--- src/rtl/wdt_pkg.sv ---
package wdt_pkg;
  typedef enum logic [1:0] {
    RES_SIXTEENTH = 2'b00,
    RES_QUARTER   = 2'b01,
    RES_ONE       = 2'b10,
    RES_FOUR      = 2'b11
  } wdt_res_e;

  // width of the prescaler needed to cover the coarsest resolution
  function automatic int pre_width(input int res_w);
    return 2 * ((1 << res_w) - 1);
  endfunction
endpackage

--- src/rtl/wdt_prescaler.sv ---
module wdt_prescaler #(
  parameter int RES_W = 2,
  parameter int PRE_W = 6
) (
  input  logic             clk,
  input  logic             rst,
  input  logic             restart,
  input  logic             tick,
  input  logic [RES_W-1:0] res,
  output logic             unit
);
  logic [PRE_W-1:0] cnt_q;
  logic [PRE_W-1:0] mask;

  // each resolution step multiplies the unit by four: two more low bits must be all ones
  always_comb begin
    for (int i = 0; i < PRE_W; i++) begin
      mask[i] = (i < 2 * int'(res));
    end
  end

  always_ff @(posedge clk) begin
    if (rst || restart) begin
      cnt_q <= '0;
    end else if (tick) begin
      cnt_q <= cnt_q + 1'b1;
    end
  end

  assign unit = tick && !restart && ((cnt_q & mask) == mask);

  AST_NO_UNIT_ON_KICK: assert property (@(posedge clk) disable iff (rst)
    restart |=> (cnt_q == '0));
endmodule

--- src/rtl/wdt_countdown.sv ---
module wdt_countdown #(
  parameter int MULT_W = 5
) (
  input  logic              clk,
  input  logic              rst,
  input  logic              load,
  input  logic [MULT_W-1:0] load_val,
  input  logic              unit,
  output logic              armed,
  output logic              expire
);
  logic [MULT_W-1:0] rem_q;
  logic              armed_q;

  assign expire = unit && armed_q && (rem_q == MULT_W'(1));
  assign armed  = armed_q;

  always_ff @(posedge clk) begin
    if (rst) begin
      rem_q   <= '0;
      armed_q <= 1'b0;
    end else if (load) begin
      rem_q   <= load_val;
      armed_q <= (load_val != '0);
    end else if (unit && armed_q) begin
      rem_q <= rem_q - 1'b1;
      if (rem_q == MULT_W'(1)) begin
        armed_q <= 1'b0;
      end
    end
  end

  AST_ARMED_HAS_COUNT: assert property (@(posedge clk) disable iff (rst)
    armed_q |-> (rem_q != '0));
  AST_ZERO_STAYS_IDLE: assert property (@(posedge clk) disable iff (rst)
    (load && load_val == '0) |=> !armed_q);
  AST_ONE_SHOT: assert property (@(posedge clk) disable iff (rst)
    (expire && !load) |=> !armed_q);
endmodule

--- src/rtl/wdt_flags_out.sv ---
module wdt_flags_out #(
  parameter int DATA_W = 8
) (
  input  logic              clk,
  input  logic              rst,
  input  logic              tick,
  input  logic              expire,
  input  logic              steer,
  input  logic              rd,
  output logic [DATA_W-1:0] rdata,
  output logic              irq,
  output logic              rst_out
);
  logic wdf_q;
  logic irq_q;
  logic rso_q;
  logic [DATA_W-1:0] rdata_q;

  always_ff @(posedge clk) begin
    if (rst) begin
      wdf_q   <= 1'b0;
      irq_q   <= 1'b0;
      rso_q   <= 1'b0;
      rdata_q <= '0;
    end else begin
      if (tick) begin
        irq_q <= expire && !steer;
        rso_q <= expire && steer;
      end
      if (rd) begin
        rdata_q <= {wdf_q, {(DATA_W-1){1'b0}}};
      end
      if (expire) begin
        wdf_q <= 1'b1;
      end else if (rd) begin
        wdf_q <= 1'b0;
      end
    end
  end

  assign rdata   = rdata_q;
  assign irq     = irq_q;
  assign rst_out = rso_q;

  AST_ONE_OUTPUT: assert property (@(posedge clk) disable iff (rst)
    !(irq_q && rso_q));
  AST_FLAG_SET: assert property (@(posedge clk) disable iff (rst)
    expire |=> wdf_q);
  AST_IRQ_HOLD: assert property (@(posedge clk) disable iff (rst)
    (irq_q && !tick) |=> irq_q);
  AST_RST_HOLD: assert property (@(posedge clk) disable iff (rst)
    (rso_q && !tick) |=> rso_q);
  AST_PULSE_CAUSE: assert property (@(posedge clk) disable iff (rst)
    ($rose(irq_q) || $rose(rso_q)) |-> $past(expire));
endmodule

--- src/rtl/wdog_timer.sv ---
module wdog_timer
  import wdt_pkg::*;
#(
  parameter int MULT_W = 5,
  parameter int RES_W  = 2
) (
  input  logic       clk,
  input  logic       rst,
  input  logic       tick_16hz,
  input  logic       cfg_we,
  input  logic [7:0] cfg_wdata,
  input  logic       flag_re,
  output logic [7:0] flag_rdata,
  output logic       wd_irq,
  output logic       wd_reset
);
  localparam int DATA_W   = MULT_W + RES_W + 1;
  localparam int PRE_W    = pre_width(RES_W);
  localparam int MULT_LSB = RES_W;
  localparam int STEER_B  = DATA_W - 1;

  logic [DATA_W-1:0] cfg_q;
  logic              unit;
  logic              armed;
  logic              expire;

  always_ff @(posedge clk) begin
    if (rst) begin
      cfg_q <= '0;
    end else if (cfg_we) begin
      cfg_q <= cfg_wdata[DATA_W-1:0];
    end
  end

  // resolution comes from the register after the write; on the write cycle the prescaler is cleared anyway
  wdt_prescaler #(.RES_W(RES_W), .PRE_W(PRE_W)) u_pre (
    .clk     (clk),
    .rst     (rst),
    .restart (cfg_we),
    .tick    (tick_16hz),
    .res     (cfg_q[RES_W-1:0]),
    .unit    (unit)
  );

  wdt_countdown #(.MULT_W(MULT_W)) u_cnt (
    .clk      (clk),
    .rst      (rst),
    .load     (cfg_we),
    .load_val (cfg_wdata[MULT_LSB +: MULT_W]),
    .unit     (unit),
    .armed    (armed),
    .expire   (expire)
  );

  wdt_flags_out #(.DATA_W(DATA_W)) u_out (
    .clk     (clk),
    .rst     (rst),
    .tick    (tick_16hz),
    .expire  (expire),
    .steer   (cfg_q[STEER_B]),
    .rd      (flag_re),
    .rdata   (flag_rdata),
    .irq     (wd_irq),
    .rst_out (wd_reset)
  );

  AST_KICK_BLOCKS_EXPIRY: assert property (@(posedge clk) disable iff (rst)
    cfg_we |-> !expire);
  AST_IDLE_NO_EXPIRY: assert property (@(posedge clk) disable iff (rst)
    !armed |-> !expire);
endmodule

--- config.mk ---
export PLATFORM = sky130hd
export DESIGN_NAME = wdog_timer
export DESIGN_NICKNAME = d
export VERILOG_FILES = /design/src/rtl/wdt_pkg.sv /design/src/rtl/wdt_prescaler.sv /design/src/rtl/wdt_countdown.sv /design/src/rtl/wdt_flags_out.sv /design/src/rtl/wdog_timer.sv
export SDC_FILE = /design/constraint.sdc
export NUM_CORES = 1
export LEC_CHECK = 0
export BUFFER_PORTS_ARGS = -buffer_cell sky130_fd_sc_hd__buf_2
export CAP_MARGIN = 20
export CORE_MARGIN = 2
export CORE_UTILIZATION = 40
export CTS_CLUSTER_DIAMETER = 30
export DETAILED_ROUTE_END_ITERATION = 10
export PLACE_DENSITY = 0.65
export SLEW_MARGIN = 20
export SYNTH_ARGS = -nofsm -noshare
export SYNTH_HDL_FRONTEND = slang
export SYNTH_SLANG_ARGS = --single-unit
--- constraint.sdc ---
create_clock -name clk -period 2.91 [get_ports clk]
set_input_delay 0.1455 -clock clk [delete_from_list [all_inputs] [get_ports clk]]
set_output_delay 0.1455 -clock clk [all_outputs]
set_load 0.03 [all_outputs]
==> summary.txt <==
Timing
  – Fin crit share: 52.1%
  – Fin. Hold Viols: 0
  – Clk_skew: 2.28 ps
  – RSZ-0062 raised after global routing: false
  – Post-Route Setup TNS: 0 ps
  – Highest Clock Rate: 660 MHz
  – Final setup fails: 0
  – Pins Over Slew Limit: 0
  – Tmin final: 1520 ps

Clock tree
  – TritonCTS clock tree: built
  – Post-CTS setup buffer count: 0
  – CTS H-tree depth: 1
  – CTS Buf Count: 3
  – CTS Sinks: 19
  – Clk root buf: clkbuf_4
  – Hold bufs inserted after CTS: 0
  – Max Root-Sink Buffers: 2
  – Clock slew at the register clock pins of the worst setup and hold paths: 110 ps
  – Clk Latency, worst-skew pair: 300 ps
  – Cts repair resizes: 0

Synth
  – Fraction of registers with async set/reset: 0%
  – Largest area contributor in the netlist: dfxtp_1
  – Synth Area per Inst: 9.17 µm²
  – Area share of the largest cell type after synthesis: 37.7%
  – Sequential fraction of the synthesis area: 37.7%
  – Dominant synthesized flop cell: dfxtp_1
  – Area contributors post-synth: dfxtp_1, buf_4, mux2i_1
  – Yosys warns: 0
  – Number of synthesized register bits: 19
  – Number of distinct library cells after synthesis: 42
  – Post-synth EDFFs: 0
  – Mapped Cells: 110
  – Post-Syn Area: 1010 µm²

Power
  – Power per cell area: 452 nW/µm²
  – Sw Ratio: 28.0%
  – Pleak: 0.438 nW
  – P_sw: 0.137 mW
  – Worst IR drop on VDD: 0.281 mV
  – Power Internal: 0.353 mW
  – Combinational power share: 15.1%
  – Clock power frac: 27.7%
  – Flop pwr share: 57.2%

Critical path
  – Delay-heaviest family, CP: compound AO/OA/AOI/OAI gates
  – Crit path max-delay cell type: dfxtp_1
  – CP endpoint kind: flip-flop
  – Worst path bufs/invs: 0
  – Critical path type: reg2reg
  – Setup crit start kind: flip-flop
  – Worst path max stage delay: 430 ps
  – Critical Path RT: 3110 ps
  – Crit-path max FO: 7
  – CP cell instances: o2bb2ai_2 > and4b_1 > a311oi_1 > a2111oi_2
  – Data arrival, critical path: 1720 ps

Floorplan
  – Io pins: 23
  – Die ar.: 2940 µm²
  – DIE HEIGHT: 54.2 µm
  – Core Area: 2430 µm²
  – Die Width: 54.2 µm
  – Initial core utilization: 41.5%
  – Rows: 18

Final layout
  – Commonest non-fill, non-tap cell in the layout: dfxtp_1
  – Area grow syn2layout: 7.44%
  – Most frequent cells in the layout: dfxtp_1, buf_2, nor2_1
  – Ant. Diodes: 0
  – Final net count: 139
  – Design area: 1080 µm²
  – Layout cell share with drive strength beyond 1: 18.9%
  – Filler cell count: 259

Global routing
  – Initial antenna violation count: 0
  – Largest net degree at the start of global routing: 21
  – GR Overflow Total: 0
  – First-pass GRT wire length: 3170 µm
  – Tot GR Track Use: 15.2%
  – Vias in the first global route: 714

Routing
  – DR pass1 iterations: 4
  – Drt via density: 5.29
  – Detail Route Antenna Nets: 0
  – DRC viols: 0
  – Post-Route WL: 1990 µm
  – DR WL/cell: 13.1 µm
  – DRT iter0 DRCs: 14
  – Via count: 804

Placement
  – HPWL Detailed: 1480 µm
  – RePlAce Congestion: 0.806
  – Port bufs: 15
  – Area post-placement: 1060 µm²

Run
  – Max-Cap Viols: 0

Status
  – Status: complete, no violations

Worst hold path
  – Worst Hold Class: in2reg
## per-layer routing
metal  vias to the layer above  wire (µm)  GRT usage, %
met5                         -          0             0
met3                         0        123          6.28
met2                        22        970          24.7
met1                       374        893          19.1
met4                         0          0          2.50
li1                        408          -             -
## path summary, 6_finish.rpt
check / slack (ps) / start / to / depth (start not counted)
max: 1390 / u_pre.cnt_q[0] / u_cnt.rem_q[2] / 4
min reg2reg: 470 / u_out.rst_out / u_out.rst_out / 2
min: 80 / cfg_wdata[0] / cfg_q[0] / 3
max reg2reg: 1390 / u_pre.cnt_q[0] / u_cnt.rem_q[2] / 4
## cell usage after synthesis (2+ instances only)
library cell,instances
buf_4,7
a21oi_1,4
or3_1,3
clkbuf_1,2
nand4_1,4
xor2_1,3
nor3_1,5
nand2b_1,4
inv_1,3
nor2b_1,2
ha_1,3
o311a_1,3
buf_2,3
dfxtp_1,19
nand2_1,4
mux2i_1,5
nor2_1,11
## stage by stage
stage                     std cells  hold slack, ps  util (%)  total power, mW  setup WS, ps
final                           152            79.8      44.5            0.490          1390
after global routing            152            54.9      44.5            0.520          1170
after CTS                       152            74.4      44.5            0.497          1380
after detailed placement        148             399      43.5            0.360          1420
after global placement          148             389      43.5            0.358          1480
after floorplan                 116             293         -            0.349          1580
## power by group through the flow
stage	sequential [mW]	clock (mW)	combinational (mW)
after detailed placement	0.286	0	0.0740
after global placement	0.286	0	0.0723
after floorplan	0.283	0	0.0653
after global routing	0.282	0.156	0.0821
after CTS	0.280	0.143	0.0744
final	0.280	0.136	0.0741
## cell families after synthesis
kind of cell	after synthesis	synth area share [%]
simple gates	43	23.8
compound gates	19	16.3
flops	19	37.7
buf+inv	16	9.68
mux	5	4.96
xor+xnor	4	3.47
fa+ha+maj	3	3.72
other cells	1	0.372
## sequential cells by signal, indices dropped and copies added (netlist names)
name,count
cfg_q,3
u_out.rst_out,1
u_out.wdf_q,1
u_pre.cnt_q,6
u_out.rdata,1
u_out.irq,1
u_cnt.armed,1
u_cnt.rem_q,5
## worst min-delay path: stages
cell	delay, ps
buf_2	80
mux2i_1	60
nor2_1	70
## area by class of cell
cell class / instances / area [µm²] / share of cell area (%)
clock buffers: 4 / 26.3 / 2.42
repair buffers: 15 / 75.1 / 6.93
multi-input cells: 81 / 553 / 51.0
flip-flops and latches: 19 / 380 / 35.1
well taps: 30 / 37.5 / 3.46
inverters: 3 / 11.3 / 1.04
No activity file was read; power rests on OpenSTA's default activity.
